[config.mk]
export PLATFORM = sky130hd
export DESIGN_NAME = rst_seq_ctrl
export DESIGN_NICKNAME = d
export VERILOG_FILES = /design/src/rtl/rst_seq_ctrl.sv
export SDC_FILE = /design/constraint.sdc
export NUM_CORES = 1
export LEC_CHECK = 0
export BUFFER_PORTS_ARGS = -buffer_cell sky130_fd_sc_hd__buf_2
export CORE_ASPECT_RATIO = 1.2
export CORE_UTILIZATION = 50
export DETAILED_ROUTE_END_ITERATION = 16
export HOLD_SLACK_MARGIN = 0.12
export PLACE_DENSITY = 0.67
export SLEW_MARGIN = 20
export SYNTH_ARGS = -nofsm -noshare
export SYNTH_HDL_FRONTEND = slang
export SYNTH_SLANG_ARGS = --single-unit
[constraint.sdc]
create_clock -name clk -period 1.7 [get_ports clk]
set_input_delay 0.34 -clock clk [delete_from_list [all_inputs] [get_ports clk]]
set_output_delay 0.34 -clock clk [all_outputs]
set_load 0.02 [all_outputs]
[src/rtl/rst_seq_ctrl.sv]
module rst_seq_ctrl #(
  parameter int unsigned TIMEOUT_CYC = 1920,
  parameter int unsigned CNT_W       = 11,
  parameter int unsigned MIN_LOW     = 4
) (
  input  logic clk,
  input  logic por_in,
  input  logic osc_ok,
  input  logic ext_rst_n,
  output logic core_rst
);
  localparam int unsigned FW = $clog2(MIN_LOW + 1);

  typedef enum logic [1:0] {ST_OSC = 2'd0, ST_TMO = 2'd1, ST_PIN = 2'd2, ST_RUN = 2'd3} st_e;

  st_e            st;
  logic [CNT_W-1:0] tcnt;
  logic [1:0]     sync;
  logic           filt;
  logic [FW-1:0]  fcnt;

  always_ff @(posedge clk or posedge por_in)
    if (por_in) sync <= 2'b00;
    else        sync <= {sync[0], ext_rst_n};

  always_ff @(posedge clk or posedge por_in)
    if (por_in) begin
      filt <= 1'b0;
      fcnt <= '0;
    end else if (sync[1] == filt) begin
      fcnt <= '0;
    end else if (fcnt == FW'(MIN_LOW - 1)) begin
      filt <= sync[1];
      fcnt <= '0;
    end else begin
      fcnt <= fcnt + 1'b1;
    end

  always_ff @(posedge clk or posedge por_in)
    if (por_in) begin
      st   <= ST_OSC;
      tcnt <= '0;
    end else begin
      case (st)
        ST_OSC: if (osc_ok) begin
          st   <= ST_TMO;
          tcnt <= '0;
        end
        ST_TMO: if (tcnt == CNT_W'(TIMEOUT_CYC - 1)) st <= filt ? ST_RUN : ST_PIN;
                else tcnt <= tcnt + 1'b1;
        ST_PIN: if (filt) st <= ST_RUN;
        default: if (!filt) st <= ST_PIN;
      endcase
    end

  assign core_rst = (st != ST_RUN);
endmodule


==> load_flow_metrics.sql, run 1 <==
INSERT INTO impl_metrics (metric_group, metric, value, unit) VALUES
('status', 'status', 'finished clean', ''),
('global_routing', 'first_pass_grt_wire_length', '2950', 'um'),
('power', 'power.leakage', '0.477', 'nW'),
('layout', 'diodes', '0', ''),
('synthesis', 'synth_async_sr_flop_share', '1.00', ''),
('sta', 'least_margin_pin_slew', '385', 'ps'),
('detailed_routing', 'routed_wire_length_per_instance', '14.2', 'um'),
('detailed_routing', 'num_vias', '732', ''),
('detailed_routing', 'total_wire_length', '1700', 'um'),
('sta', 'timing_hold_violations_final', '0', ''),
('sta', 'finalWorstSetupSlack', '169', 'ps'),
('die', 'die_h', '49.3', 'um'),
('worst_setup_path', 'setup.worst_path.start', 'tcnt[0]', ''),
('min_path', 'hp-class', 'input port to flop', ''),
('global_routing', 'initial_antenna_violation_count', '0', ''),
('power', 'fin_total_pwr', '1.33', 'mW'),
('power', 'power.ir.vdd_worst', '0.810', 'mV'),
('sta', 'report.final.setup_viol', '0', ''),
('sta', 'max_freq', '653', 'MHz'),
('synthesis', 'cells_after_synthesis', '91', ''),
('place', 'gp_routability_congestion', '0.742', ''),
('flow_run', 'max_capacitance_violation_count', '0', ''),
('detailed_routing', 'post_drt_via_cell_ratio', '6.10', ''),
('die', 'initial_utilization', '0.555', ''),
('global_routing', 'grtUsageTotal', '0.187', ''),
('detailed_routing', 'dr.first_iter.drc_count', '12', ''),
('die', 'core_area', '1680', 'um2'),
('synthesis', 'postSynth.topFlopCell', 'dfrtp_1', ''),
('worst_setup_path', 'endpoint_kind', 'flop', ''),
('place', 'portBuffers', '4', ''),
('worst_setup_path', 'r2r-start', 'tcnt[0]', ''),
('clocking', 'cts.htree.levels', '1', ''),
('detailed_routing', 'drt_pass1_iterations', '4', ''),
('global_routing', 'number_of_global_route_vias_before_repair', '685', ''),
('layout', 'fraction_of_layout_instances_using_a_drive_strength_above_1', '0.147', ''),
('worst_setup_path', 'critPathCapture', 'tcnt[9]', ''),
('synthesis', 'number_of_enable_type_register_cells_in_the_synthesized_netlist', '0', ''),
('synthesis', 'syn_nets', '97', ''),
('clocking', 'ctsRootBufferMaster', 'clkbuf_4', ''),
('worst_setup_path', 'r2r-end', 'tcnt[9]', ''),
('layout', 'finish.utilization', '0.625', ''),
('synthesis', 'yosys_register_bits', '19', ''),
('sta', 'slew_headroom', '0.743', ''),
('synthesis', 'synthDistinctLibCells', '29', ''),
('detailed_routing', 'ant_nets', '0', ''),
('worst_setup_path', 'worst-r2r-setup-slack', '170', 'ps'),
('detailed_routing', 'post-route-drc-count', '0', ''),
('worst_setup_path', 'cp.arrival', '1750', 'ps'),
('global_routing', 'globalRoute.totalOverflow', '0', ''),
('clocking', 'total_clock_buffers_created_by_cts', '3', ''),
('synthesis', 'syn_avg_cell_area', '10.3', 'um2'),
('layout', 'layout-area-overhead-vs-synth', '12.6', '%'),
('die', 'ios', '5', ''),
('sta', 'unrepaired_setup_endpoints_after_global_routing', 'no', ''),
('sta', 'fin_worst_skew', '7.35', 'ps'),
('sta', 'final.min_clock_period', '1530', 'ps'),
('clocking', 'clock_sinks', '19', ''),
('die', 'dieWidth', '41.4', 'um'),
('place', 'placedInstanceArea', '981', 'um2'),
('worst_setup_path', 'worst_path_class_setup', 'flop to flop', ''),
('clocking', 'clock_tree_from_tritoncts', 'built', ''),
('clocking', 'clk_latency', '300', 'ps'),
('synthesis', 'yosysSeqAreaShare', '0.509', ''),
('clocking', 'cts-root-to-sink-buffers', '2', ''),
('layout', 'finish.instance_area', '1050', 'um2'),
('worst_setup_path', 'timing.critical_path.required', '1920', 'ps'),
('place', 'setup_ws_pre_cts', '69.3', 'ps'),
('die', 'die_area', '2040', 'um2'),
('place', 'hpwl_detailed', '1220', 'um'),
('synthesis', 'syn_area', '933', 'um2'),
('synthesis', 'yosys_warnings', '0', ''),
('clocking', 'cts.clk_slew.worst_paths', '110', 'ps'),
('layout', 'final_cell_mix', '19 x dfrtp_1, 10 x nand2_1, 8 x nand3_1', ''),
('global_routing', 'maximum_number_of_pins_on_one_net_before_global_route_repair', '20', ''),
('sta', 'fin_crit_sh', '0.901', ''),
('die', 'core.rowCount', '16', ''),
('layout', 'final_nets', '109', ''),
('sta', 'final-max-slew-violation-count', '0', ''),
('worst_setup_path', 'critical_path.startpoint_type', 'flop', ''),
('sta', 'setup_tns', '0', 'ps'),
('worst_setup_path', 'worstRegToRegCells', '6', ''),
('layout', 'layout_commonest_cell', 'dfrtp_1', ''),
('clocking', 'cts_resized', '0', ''),
('power', 'p_per_area', '1270', 'nW/um2'),
('worst_setup_path', 'timing.critical_path.fanout_max', '10', '');
==> Yosys cell counts, types with 2 or more instances <==
library cell  number  share of area
a31oi_1            2          0.013
ha_1               2          0.027
nor2b_1            2          0.013
nor3_1             3          0.016
a21oi_1            7          0.038
buf_2              2          0.011
nand4_1            2          0.013
o31ai_1            3          0.024
nor3b_1            2          0.016
nand2_1           10          0.040
o21ai_0            7          0.038
and3_1             2          0.013
nand3_1            8          0.043
dfrtp_1           19           0.51
o211ai_1           2          0.016
inv_1              4          0.016
nor2_1             2         0.0080
==> flip-flops by register name, summed over array words and instances (netlist names) <==
register  cells
fcnt          3
filt          1
st            2
sync          2
tcnt         11
==> stage by stage <==
| stage | hold slack, ps | std cells |
|---|---|---|
| floorplan | 291 | 91 |
| global placement | 334 | 113 |
| detailed placement | 336 | 113 |
| CTS | 122 | 118 |
| global route | 340 | 120 |
| finish | 330 | 120 |
==> kinds of logic after synthesis <==
| logic type | synth area share |
|---|---|
| AO/OA/AOI/OAI | 0.205 |
| flip-flops | 0.509 |
| XOR/XNOR | 0.00939 |
| buffers and inverters | 0.0268 |
| AND/OR/NAND/NOR | 0.212 |
| adder cells (fa/ha/maj) | 0.0268 |
| multiplexers | 0.0107 |
==> worst min path at each step <==
stage	slack, ps	cells past startpoint	end	from
3_5_place_dp	340	0	sync[1]	sync[0]
2_1_floorplan	290	1	fcnt[0]	por_in
3_3_place_gp	330	0	sync[1]	sync[0]
6_report	330	3	st[0]	osc_ok
5_1_grt	340	3	st[0]	osc_ok
4_1_cts	120	1	sync[0]	ext_rst_n
==> where the power goes <==
part	leakage, nW	internal (mW)	switching, mW
registers	0.234	0.593	0.164
clock network	0.0139	0.0895	0.142
logic	0.229	0.165	0.176
==> layout make-up <==
cell class	count	area (um2)
sequential	19	475
multi-input combinational	66	433
clock inverter	1	7.51
clock buffer	3	22.5
timing repair buffer	9	75.1
tap	18	22.5
fill	136	631
inverter	4	15.0
==> metal layers <==
metal | part of all wire | routed length (um) | vias up | GRT usage
li1 | - | - | 363 | -
met1 | 0.46 | 786 | 362 | 0.249
met2 | 0.52 | 877 | 5 | 0.294
met3 | 0.016 | 27 | 2 | 0.0222
met4 | 0.0041 | 7 | 0 | 0.0968
met5 | 0 | 0 | - | 0
==> repair_timing <==
action / 4_1_cts / 5_1_grt
hold endpoints to repair: 19 / 1
setup buffers: 0 / 1
setup endpoints to repair: 0 / 7
hold buffers: 1 / 1
==> critical path, cell delays in order (launching register included) <==
cell,delay [ps]
dfrtp_1,420
ha_1,220
nand3_1,200
o31ai_4,270
buf_12,160
a22oi_2,70
o22ai_2,120
No activity file was read; power rests on OpenSTA's default activity.
==> run 2, diff against run 1 <==
--- a/config.mk
+++ b/config.mk
@@ -5,12 +5,11 @@
 export SDC_FILE = /design/constraint.sdc
 export NUM_CORES = 1
 export LEC_CHECK = 0
-export BUFFER_PORTS_ARGS = -buffer_cell sky130_fd_sc_hd__buf_2
 export CORE_ASPECT_RATIO = 1.2
 export CORE_UTILIZATION = 50
 export DETAILED_ROUTE_END_ITERATION = 16
+export DONT_BUFFER_PORTS = 1
 export HOLD_SLACK_MARGIN = 0.12
-export PLACE_DENSITY = 0.67
 export SLEW_MARGIN = 20
 export SYNTH_ARGS = -nofsm -noshare
 export SYNTH_HDL_FRONTEND = slang
==> load_flow_metrics.sql, run 2 (synthesis gave the netlist of run 1 again) <==
INSERT INTO impl_metrics (metric_group, metric, value, unit) VALUES
('layout', 'final_cell_mix', '19 x dfrtp_1, 10 x nand2_1, 8 x nand3_1', ''),
('sta', 'max_freq', '656', 'MHz'),
('die', 'core.rowCount', '16', ''),
('flow_run', 'max_capacitance_violation_count', '0', ''),
('die', 'dieWidth', '41.4', 'um'),
('place', 'gp_routability_congestion', '0.801', ''),
('place', 'placedInstanceArea', '961', 'um2'),
('die', 'die_area', '2040', 'um2'),
('worst_setup_path', 'timing.critical_path.required', '1890', 'ps'),
('sta', 'setup_tns', '0', 'ps'),
('clocking', 'clock_tree_from_tritoncts', 'built', ''),
('global_routing', 'globalRoute.totalOverflow', '0', ''),
('clocking', 'cts.htree.levels', '1', ''),
('layout', 'largest-register', 'tcnt', ''),
('global_routing', 'number_of_global_route_vias_before_repair', '681', ''),
('global_routing', 'first_pass_grt_wire_length', '3080', 'um'),
('die', 'ios', '5', ''),
('sta', 'unrepaired_setup_endpoints_after_global_routing', 'no', ''),
('min_path', 'hold_path_startpoint', 'osc_ok', ''),
('layout', 'largest_registers', 'tcnt x11, fcnt x3', ''),
('power', 'power.ir.vdd_worst', '0.892', 'mV'),
('global_routing', 'grtUsageTotal', '0.197', ''),
('global_routing', 'maximum_number_of_pins_on_one_net_before_global_route_repair', '13', ''),
('layout', 'final_nets', '105', ''),
('sta', 'slew_headroom', '0.737', ''),
('layout', 'layout-area-overhead-vs-synth', '10.5', '%'),
('layout', 'layout_commonest_cell', 'dfrtp_1', ''),
('layout', 'diodes', '0', ''),
('sta', 'fin_crit_sh', '0.897', ''),
('detailed_routing', 'post_drt_via_cell_ratio', '6.33', ''),
('place', 'hpwl_detailed', '1250', 'um'),
('worst_setup_path', 'r2r-end', 'st[0]', ''),
('sta', 'fin_worst_skew', '10.8', 'ps'),
('worst_setup_path', 'critical_path.startpoint_type', 'flop', ''),
('clocking', 'total_clock_buffers_created_by_cts', '3', ''),
('clocking', 'cts-root-to-sink-buffers', '2', ''),
('worst_setup_path', 'cp_slowest_cell', 'dfrtp_1', ''),
('sta', 'timing_hold_violations_final', '0', ''),
('sta', 'least_margin_pin_slew', '394', 'ps'),
('worst_setup_path', 'crit_path_cell_trace', 'ha_1 > nand3_1 > nor3_1 > a21o_1 > a21oi_1', ''),
('detailed_routing', 'num_vias', '734', ''),
('status', 'status', 'finished clean', ''),
('die', 'core_area', '1680', 'um2'),
('sta', 'final.min_clock_period', '1520', 'ps'),
('power', 'p_per_area', '1290', 'nW/um2'),
('worst_setup_path', 'worst-r2r-setup-slack', '180', 'ps'),
('clocking', 'clock_sinks', '19', ''),
('global_routing', 'initial_antenna_violation_count', '0', ''),
('min_path', 'hold_path_end', 'st[0]', ''),
('layout', 'fraction_of_layout_instances_using_a_drive_strength_above_1', '0.112', ''),
('worst_setup_path', 'r2r-start', 'tcnt[0]', ''),
('worst_setup_path', 'worstSetupPathDepth', '5', ''),
('worst_setup_path', 'endpoint_kind', 'flop', ''),
('worst_setup_path', 'worst_path_class_setup', 'flop to flop', ''),
('min_path', 'hp-class', 'input port to flop', ''),
('detailed_routing', 'drt_pass1_iterations', '4', ''),
('detailed_routing', 'dr.first_iter.drc_count', '26', ''),
('detailed_routing', 'total_wire_length', '1720', 'um'),
('worst_setup_path', 'worstRegToRegCells', '5', ''),
('clocking', 'ctsRootBufferMaster', 'clkbuf_4', ''),
('layout', 'largest_register_ffs', '11', ''),
('detailed_routing', 'ant_nets', '0', ''),
('worst_setup_path', 'cp.arrival', '1720', 'ps'),
('detailed_routing', 'routed_wire_length_per_instance', '14.8', 'um'),
('power', 'power.leakage', '0.463', 'nW'),
('layout', 'filler_cell_count', '147', ''),
('min_path', 'hold_path_depth', '2', ''),
('worst_setup_path', 'cpPeakStageDelay', '420', 'ps'),
('clocking', 'cts.clk_slew.worst_paths', '120', 'ps'),
('die', 'initial_utilization', '0.555', ''),
('place', 'portBuffers', '0', ''),
('worst_setup_path', 'critical_path_buffers_and_inverters', '0', ''),
('layout', 'finish.instance_area', '1030', 'um2'),
('sta', 'report.final.setup_viol', '0', ''),
('worst_setup_path', 'cpLargestDelayFamily', 'simple AND/OR/NAND/NOR gates', ''),
('detailed_routing', 'post-route-drc-count', '0', ''),
('die', 'die_h', '49.3', 'um'),
('worst_setup_path', 'timing.critical_path.fanout_max', '5', ''),
('sta', 'final-max-slew-violation-count', '0', ''),
('clocking', 'clk_latency', '310', 'ps');
## run 2: cell types whose count changed in the layout (fill, tap and decap cells not counted), sizes merged
cell  before  now
buf        7    3
## run 2: power by group
| part | internal (mW) | switching, mW | total (mW) | leakage [nW] |
|---|---|---|---|---|
| combinational | 0.162 | 0.170 | 0.332 | 0.215 |
| clock | 0.0897 | 0.147 | 0.236 | 0.0139 |
| sequential | 0.592 | 0.171 | 0.763 | 0.234 |
## run 2: how the worst max path moves through the flow
stage                  from  endpoint  slack (ps)
floorplan           tcnt[0]   tcnt[9]         260
global placement    tcnt[0]   tcnt[9]         160
detailed placement  tcnt[0]   tcnt[2]          80
CTS                 tcnt[0]   tcnt[9]          50
global route        tcnt[0]     st[0]          30
finish              tcnt[0]     st[0]         180
## run 2: final cells by class
cell class / count / area [um2] / share of cell area
clock buffers: 3 / 22.5 / 0.0218
flip-flops and latches: 19 / 475 / 0.461
clock inverters: 1 / 7.51 / 0.00728
inverters: 4 / 15.0 / 0.0146
repair buffers: 5 / 55.1 / 0.0534
well taps: 18 / 22.5 / 0.0218
multi-input cells: 66 / 433 / 0.420
## run 2: metal layers
| metal | part of all wire | vias up | GRT usage | wire length (um) |
|---|---|---|---|---|
| met5 | 0 | - | 0 | 0 |
| met4 | 0.029 | 0 | 0.0806 | 50 |
| met3 | 0.032 | 7 | 0.0333 | 55 |
| met2 | 0.49 | 19 | 0.313 | 836 |
| met1 | 0.45 | 354 | 0.266 | 773 |
| li1 | - | 354 | - | - |
## run 2: what timing repair did
| item | in CTS | in global routing |
|---|---|---|
| endpoints found under the hold margin | 9 | 0 |
| setup endpoints to repair | 0 | 6 |
| buffers inserted | 0 | 1 |
| hold buffers | 2 | 0 |
| gates resized for setup | 0 | 0 |
## run 2: through the flow
step                       util  hold slack (ps)  setup slack, ps  total power [mW]  cells
after floorplan               -              291              255              1.01     91
after global placement    0.571              201              159              1.08    109
after detailed placement  0.571              209             81.7              1.10    109
after CTS                 0.601              192             53.4              1.33    115
after global routing      0.613              215             32.9              1.45    116
final                     0.613              203              176              1.33    116
## run 2: worst register-to-register path: stages, from the launching register on
cell     delay [ps]
dfrtp_1         420
ha_1            220
nand3_1         180
nor3_1          340
a21o_1          190
a21oi_1          60
